`src/rtl/pcm_slot_pkg.sv`:
```
package pcm_slot_pkg;
    localparam int SLOT_W = 6;
    localparam int BYTE_W = 8;
    localparam int PORTS  = 2;
    localparam int PORT_W = $clog2(PORTS);
    localparam int BIT_W  = $clog2(BYTE_W);
    localparam int POS_W  = SLOT_W + BIT_W + 1;

    localparam logic [POS_W-1:0] POS_IDLE = {1'b1, {(POS_W-1){1'b0}}};
    localparam logic [POS_W-1:0] POS_PRE  = {POS_W{1'b1}};
    localparam logic [BIT_W-1:0] BIT_LAST = {BIT_W{1'b1}};

    function automatic logic in_slot(input logic [POS_W-1:0] pos,
                                     input logic [SLOT_W-1:0] slot,
                                     input logic dly);
        logic [SLOT_W-1:0] eff;
        eff = dly ? slot : '0;
        return !pos[POS_W-1] && (pos[POS_W-2:BIT_W] == eff);
    endfunction
endpackage

```
`src/rtl/pcm_frame_pos.sv`:
```
module pcm_frame_pos
    import pcm_slot_pkg::*;
(
    input  logic             clk,
    input  logic             rst_n,
    input  logic             fsync,
    input  logic             delayed,
    output logic [POS_W-1:0] pos_next
);
    typedef struct packed {
        logic             fs;
        logic [POS_W-1:0] pos;
    } pos_st_t;

    pos_st_t s_q, s_d;
    logic    fs_rise;

    always_comb begin
        s_d     = s_q;
        fs_rise = fsync && !s_q.fs;
        s_d.fs  = fsync;
        if (fs_rise)
            s_d.pos = delayed ? POS_PRE : '0;
        else if (s_q.pos != POS_IDLE)
            s_d.pos = s_q.pos + 1'b1;
    end

    always_ff @(posedge clk or negedge rst_n) begin
        if (!rst_n) s_q <= '{fs: 1'b0, pos: POS_IDLE};
        else        s_q <= s_d;
    end

    assign pos_next = s_d.pos;

    assert_direct_restart_R2: assert property (@(posedge clk) disable iff (!rst_n)
        (fsync && !s_q.fs && !delayed) |=> (s_q.pos == '0));

    assert_idle_parks_R3: assert property (@(posedge clk) disable iff (!rst_n)
        (s_q.pos == POS_IDLE && !(fsync && !s_q.fs)) |=> (s_q.pos == POS_IDLE));
endmodule

```
`src/rtl/pcm_tx_slot.sv`:
```
module pcm_tx_slot
    import pcm_slot_pkg::*;
(
    input  logic              clk,
    input  logic              rst_n,
    input  logic [POS_W-1:0]  pos_next,
    input  logic              delayed,
    input  logic [SLOT_W-1:0] slot_sel,
    input  logic [PORT_W-1:0] port_sel,
    input  logic              enable,
    input  logic [BYTE_W-1:0] par_byte,
    output logic [PORTS-1:0]  ser_bit,
    output logic [PORTS-1:0]  drive,
    output logic [PORTS-1:0]  slot_n
);
    typedef struct packed {
        logic [BYTE_W-1:0] sh;
        logic [PORTS-1:0]  drv;
    } tx_st_t;

    tx_st_t s_q, s_d;
    logic   hit_d, start_d;

    always_comb begin
        s_d     = s_q;
        hit_d   = enable && in_slot(pos_next, slot_sel, delayed);
        start_d = hit_d && (pos_next[BIT_W-1:0] == '0);
        if (start_d)
            s_d.sh = par_byte;
        else if (hit_d)
            s_d.sh = {s_q.sh[BYTE_W-2:0], 1'b0};
        for (int p = 0; p < PORTS; p++)
            s_d.drv[p] = hit_d && (port_sel == PORT_W'(p));
    end

    always_ff @(posedge clk or negedge rst_n) begin
        if (!rst_n) s_q <= '0;
        else        s_q <= s_d;
    end

    for (genvar p = 0; p < PORTS; p++) begin : g_port
        assign ser_bit[p] = s_q.sh[BYTE_W-1] & s_q.drv[p];
        assign drive[p]   = s_q.drv[p];
        assign slot_n[p]  = ~s_q.drv[p];
    end

    assert_one_port_R5: assert property (@(posedge clk) disable iff (!rst_n)
        $onehot0(drive));

    assert_tx_off_R9: assert property (@(posedge clk) disable iff (!rst_n)
        !enable |=> (drive == '0));
endmodule

```
`src/rtl/pcm_rx_slot.sv`:
```
module pcm_rx_slot
    import pcm_slot_pkg::*;
(
    input  logic              clk,
    input  logic              rst_n,
    input  logic [POS_W-1:0]  pos_next,
    input  logic              delayed,
    input  logic [SLOT_W-1:0] slot_sel,
    input  logic [PORT_W-1:0] port_sel,
    input  logic              enable,
    input  logic [PORTS-1:0]  ser_bit,
    output logic [BYTE_W-1:0] par_byte,
    output logic              strobe
);
    typedef struct packed {
        logic              act;
        logic              last;
        logic [PORT_W-1:0] port;
    } rx_ctl_t;

    typedef struct packed {
        logic [BYTE_W-1:0] sh;
        logic [BYTE_W-1:0] hold;
        logic              stb;
    } rx_dat_t;

    rx_ctl_t c_q, c_d;
    rx_dat_t d_q, d_d;
    logic    in_bit;

    always_comb begin
        c_d      = c_q;
        c_d.act  = enable && in_slot(pos_next, slot_sel, delayed);
        c_d.last = c_d.act && (pos_next[BIT_W-1:0] == BIT_LAST);
        c_d.port = port_sel;
    end

    always_ff @(posedge clk or negedge rst_n) begin
        if (!rst_n) c_q <= '0;
        else        c_q <= c_d;
    end

    always_comb begin
        d_d     = d_q;
        in_bit  = ser_bit[c_q.port];
        d_d.stb = 1'b0;
        if (c_q.act) begin
            d_d.sh = {d_q.sh[BYTE_W-2:0], in_bit};
            if (c_q.last) begin
                d_d.hold = {d_q.sh[BYTE_W-2:0], in_bit};
                d_d.stb  = 1'b1;
            end
        end
    end

    always_ff @(negedge clk or negedge rst_n) begin
        if (!rst_n) d_q <= '0;
        else        d_q <= d_d;
    end

    assign par_byte = d_q.hold;
    assign strobe   = d_q.stb;

    assert_strobe_single_R8: assert property (@(negedge clk) disable iff (!rst_n)
        strobe |=> !strobe);

    assert_rx_off_R9: assert property (@(posedge clk) disable iff (!rst_n)
        !enable |=> !c_q.act);
endmodule

```
`src/rtl/pcm_slot_port.sv`:
```
module pcm_slot_port
    import pcm_slot_pkg::*;
(
    input  logic              bclk,
    input  logic              rst_n,
    input  logic              fsync,
    input  logic              delayed_mode,
    input  logic [SLOT_W-1:0] tx_slot_sel,
    input  logic [PORT_W-1:0] tx_port_sel,
    input  logic              tx_enable,
    input  logic [SLOT_W-1:0] rx_slot_sel,
    input  logic [PORT_W-1:0] rx_port_sel,
    input  logic              rx_enable,
    input  logic [BYTE_W-1:0] tx_byte,
    output logic [PORTS-1:0]  tx_bit,
    output logic [PORTS-1:0]  tx_drive,
    output logic [PORTS-1:0]  tx_slot_n,
    input  logic [PORTS-1:0]  rx_bit,
    output logic [BYTE_W-1:0] rx_byte,
    output logic              rx_strobe
);
    logic [POS_W-1:0] pos_next;

    pcm_frame_pos u_pos (
        .clk      (bclk),
        .rst_n    (rst_n),
        .fsync    (fsync),
        .delayed  (delayed_mode),
        .pos_next (pos_next)
    );

    pcm_tx_slot u_tx (
        .clk      (bclk),
        .rst_n    (rst_n),
        .pos_next (pos_next),
        .delayed  (delayed_mode),
        .slot_sel (tx_slot_sel),
        .port_sel (tx_port_sel),
        .enable   (tx_enable),
        .par_byte (tx_byte),
        .ser_bit  (tx_bit),
        .drive    (tx_drive),
        .slot_n   (tx_slot_n)
    );

    pcm_rx_slot u_rx (
        .clk      (bclk),
        .rst_n    (rst_n),
        .pos_next (pos_next),
        .delayed  (delayed_mode),
        .slot_sel (rx_slot_sel),
        .port_sel (rx_port_sel),
        .enable   (rx_enable),
        .ser_bit  (rx_bit),
        .par_byte (rx_byte),
        .strobe   (rx_strobe)
    );
endmodule

```
`config.mk`:
```
export PLATFORM = sky130hd
export DESIGN_NAME = pcm_slot_port
export DESIGN_NICKNAME = d
export VERILOG_FILES = /design/src/rtl/pcm_slot_pkg.sv /design/src/rtl/pcm_frame_pos.sv /design/src/rtl/pcm_tx_slot.sv /design/src/rtl/pcm_rx_slot.sv /design/src/rtl/pcm_slot_port.sv
export SDC_FILE = /design/constraint.sdc
export NUM_CORES = 1
export LEC_CHECK = 0
export ABC_AREA = 1
export CORE_ASPECT_RATIO = 0.6
export CORE_MARGIN = 2
export CORE_UTILIZATION = 52
export CTS_BUF_LIST = sky130_fd_sc_hd__clkbuf_2 sky130_fd_sc_hd__clkbuf_4 sky130_fd_sc_hd__clkbuf_8
export CTS_CLUSTER_DIAMETER = 150
export DETAILED_ROUTE_END_ITERATION = 16
export PLACE_DENSITY = 0.88
export SLEW_MARGIN = 20
export SYNTH_ARGS = -nofsm -noshare
export SYNTH_HDL_FRONTEND = slang
export SYNTH_SLANG_ARGS = --single-unit
```
`constraint.sdc`:
```
create_clock -name bclk -period 2.4 [get_ports bclk]
set_input_delay 0.24 -clock bclk [delete_from_list [all_inputs] [get_ports bclk]]
set_output_delay 0.24 -clock bclk [all_outputs]
set_load 0.02 [all_outputs]
```
### After elaboration in Yosys (flattened, before gate mapping)

Index checks and enable logic that the tools add are counted.
W data, S select, Z words.

* magnitude comparators: 1
* muxes and demuxes: 11
* reduce and logical (&&, ||, !) cells: 14
* bitwise gates (word level): 5
* add/subtract/negate cells: 1
* eq/ne operators: 4

Operator list (number)
* $mux W10: 3
* $mux W8: 2
* $eq A6 B6 Y1: 2
* $mux W6: 2
* $add A10 B1 Y10 const B: 1
* $ne A10 B10 Y1 const B: 1
* $logic_and A1 B1 Y1: 9
* $mux W1: 4
* $eq A3 B3 Y1 const B: 1
* $logic_not A3 Y1: 1
* $not A1 Y1: 3
* $and A1 B1 Y1: 2
* $logic_not A1 Y1: 2
* $lt A1 B2 Y1 const B: 1
* $reduce_and A2 Y1: 1
* $reduce_bool A2 Y1: 1

* input port bits: 30
* output and inout port bits: 15
* flip-flop bits (word level): 40
* logic and storage cells: 46

### Logic depth before layout (Yosys ltp)

* depth in word-level cells: 8
* depth in mapped cells: 15

### Modules after synthesis

From an unflattened synthesis, not the netlist that was laid out.

* cells, all modules: 317
* area, all modules: 2468.6 sq um

By module, submodules not included
* pcm_rx_slot: seq. area each 475.5 sq um, cells an instance 109, area each 909.6 sq um, times used 1
* pcm_tx_slot: seq. area each 250.2 sq um, cells an instance 118, area each 877.1 sq um, times used 1
* pcm_frame_pos: seq. area each 276.5 sq um, cells an instance 90, area each 681.9 sq um, times used 1

==> key figures <==
GRT
  – Vias in the first global route: 1770
  – First-pass GRT wire length: 8.24 mm
  – Gr ovfl total: 0
  – Tot GR Track Use: 20.2%
  – Largest net degree at the start of global routing: 25
  – Initial antenna violation count: 0

Clock network
  – Max Buffers Root-to-Sink: 2
  – CTS Buf Count: 5
  – Clock sinks: 40
  – Worst-path clk slew: 0.08 ns
  – Clk Latency, worst-skew pair: 0.30 ns
  – CTS tree: done
  – H-tree Lvls: 2
  – Root Buffer: clkbuf_8
  – Setup bufs post-CTS: 0

Route
  – First-iteration detailed-routing DRC count: 139
  – DR DRC count: 0
  – Routed Antenna Nets: 0
  – Vias post-DR: 1998
  – Drt via density: 4.87
  – Final wirelength: 4.89 mm
  – Drt first pass iters: 5
  – Drt wl/cell: 11.9 um

Yosys
  – Netlist area before placement: 2360 um^2
  – Number of flops mapped to enable cells by yosys: 0
  – Sequential cell area fraction in the yosys report: 42.4%
  – Commonest cells in the netlist: nand2_1, inv_1, nand3_1
  – Cell taking the most area after synthesis: dfrtp_1
  – Syn Nets: 340
  – XOR/XNOR Fraction of Synth Area: 1.85%
  – Average size of a mapped cell: 7.67 um^2
  – Main synth FF type: dfrtp_1
  – Gate Count Post-Synth: 308
  – Synth Area in Simple Gates: 34.2%
  – Area contributors post-synth: dfrtp_1, dfrtn_1, nand2_1, inv_1, nand3_1
  – Asr flop ratio synth: 100%
  – Synth Area in Compound Gates: 6.47%
  – Area share of the largest cell type after synthesis: 24.4%
  – Count leader, synth: nand2_1
  – Yosys warning total: 0
  – Flip-flop and latch count after synthesis: 40
  – Multiplexer share of the synthesized area: 0.477%
  – Yosys cell types: 32
  – Post-Synth Adder-Cell Area: 1.06%
  – Largest family of logic cells by synthesized area: simple AND/OR/NAND/NOR gates

Floorplanning
  – Die height: 56.2 um
  – Die boundary width: 91.0 um
  – Core ar.: 4230 um^2
  – Die area: 5110 um^2
  – Initial core utilization: 55.8%
  – Core Rows: 18
  – # IOs: 45

Cells and area
  – Finished Layout Cells: 410
  – Area delta synth->final: 21.7%
  – Layout Nets: 381
  – Antenna Cells: 0
  – Final Core Density: 67.8%
  – Share of cells above drive strength 1: 14.9%

STA
  – RSZ-0062 raised after global routing: false
  – Setup violators final: 0
  – Final setup margin: 0.0813 ns
  – Endpoints failing hold: 0
  – Rel. slew slack: 64.0%
  – Least-Margin Pin Slew: 0.539 ns
  – Final Skew: 0.00835 ns
  – Slew Viols, Final: 0

Placed design
  – Port buffer count: 44
  – Routability cong.: 0.907
  – Pre-CTS setup slack: -0.0510 ns
  – HPWL Detailed: 3.82 mm
  – Placed cell count: 401

Worst setup path
  – CP peak stage delay: 0.42 ns
  – WP data required: 2.16 ns
  – Kind of critical path: reg -> out
  – Crit path buf inv count: 1
  – CP max stage cell: dfrtn_1
  – R2r setup slk: 0.25 ns
  – Worst EP arrival: 2.08 ns
  – CP max FO: 2
  – Delay-heaviest family, CP: flip-flops
  – CP endpoint kind: primary output
  – Crit path cell chain: buf_2
  – Setup crit start kind: flip-flop

Power and ir drop
  – Switching share of power: 35.6%
  – P_sw: 736 uW
  – Logic pwr share: 29.7%
  – Peak VDD IR: 0.403 mV
  – Power Total: 2070 uW
  – Clock Power Share: 27.7%
  – Int Power: 1330 uW
  – P_leak: 0.00150 uW
  – Seq pwr share: 42.7%
  – Pwr per Cell Area: 720 nW/um^2

Run
  – Max cap viols: 0

Run status
  – Status: finished clean

Hold path
  – Hold Crit Class: in -> reg
## layer usage
metal	up-vias	global-route usage, %	wire length [um]
met1	900	30.4	2460
met2	70	29.9	2080
met3	2	5.56	340
li1	1026	-	-
met5	-	0	0
met4	0	2.38	4
## layout by cell type, fill, tap and decap left out, drive strengths merged, types with 2 or more instances in the layout
master	n
clkdlybuf4s50	34
inv	50
buf	18
ha	2
a21oi	2
dfrtp	23
xnor2	3
nor3	2
nor2	18
dfrtn	16
xor2	2
nand3b	2
nand2	103
o21ai	24
nand4	7
nand3	31
clkbuf	5
## power groups by stage
stage	clock, uW	combinational, uW	sequential, uW
after floorplan	0	470	856
after global placement	0	579	887
after CTS	569	610	880
after detailed placement	0	604	891
after global routing	608	692	895
final	572	614	882
## cell families (layout without fill, tap and decap cells)
logic type / Yosys count / count (layout)
AND/OR/NAND/NOR: 164 / 164
adder cells (fa/ha/maj): 2 / 2
buffers and inverters: 67 / 109
flip-flops: 40 / 40
multiplexers: 1 / 1
XOR/XNOR: 5 / 5
AO/OA/AOI/OAI: 29 / 29
## worst register-to-register path, cell delays in order (launching register included)
cell     delay, ns
dfrtp_1       0.34
mux2_2        0.34
nand2_1       0.06
o21ai_0       0.06
## repair_timing
action,CTS,global route
gates resized for setup,33,3
hold endpoints to repair,7,0
endpoints found under the setup margin,9,3
hold buffers,1,0
## flip-flops by register name, summed over array words and instances, names as in the netlist
name           count
u_rx.strobe        1
u_tx.drive         2
u_rx.par_byte      8
u_rx.c_q           3
u_rx.d_q           7
u_pos.s_q         11
u_tx.s_q           8
## cell type report
| cell class | instances | area [um^2] |
|---|---|---|
| repair buffers | 53 | 460 |
| well taps | 60 | 75.1 |
| flip-flops and latches | 40 | 1000 |
| clock inverters | 3 | 45.0 |
| multi-input cells | 201 | 1040 |
| clock buffers | 5 | 68.8 |
| fillers | 361 | 1360 |
| inverters | 48 | 180 |
## through the flow
stage | hold WS [ns] | instance area (um^2) | setup TNS [ns]
floorplan | -0.0556 | 2360 | 0
detailed placement | 0.250 | 2790 | -0.289
finish | 0.380 | 2870 | 0
global route | 0.397 | 2870 | 0
CTS | 0.383 | 2890 | 0
global placement | 0.246 | 2790 | -0.137
## worst paths after layout
check	startpoint	to	cells past startpoint
max reg2reg	u_rx.c_q[0]$_DFF_PN0_	u_rx.d_q[9]$_DFFE_NN0P_	3
min	rx_port_sel	u_rx.c_q[0]$_DFF_PN0_	1
max in group asynchronous	rst_n	u_rx.d_q[10]$_DFFE_NN0P_	2
min in group asynchronous	rst_n	u_pos.s_q[4]$_DFF_PN0_	2
min reg2reg	u_rx.par_byte[5]$_DFFE_NN0P_	u_rx.par_byte[5]$_DFFE_NN0P_	2
max	u_rx.par_byte[3]$_DFFE_NN0P_	rx_byte[3]	1
No activity file was read; power rests on OpenSTA's default activity.
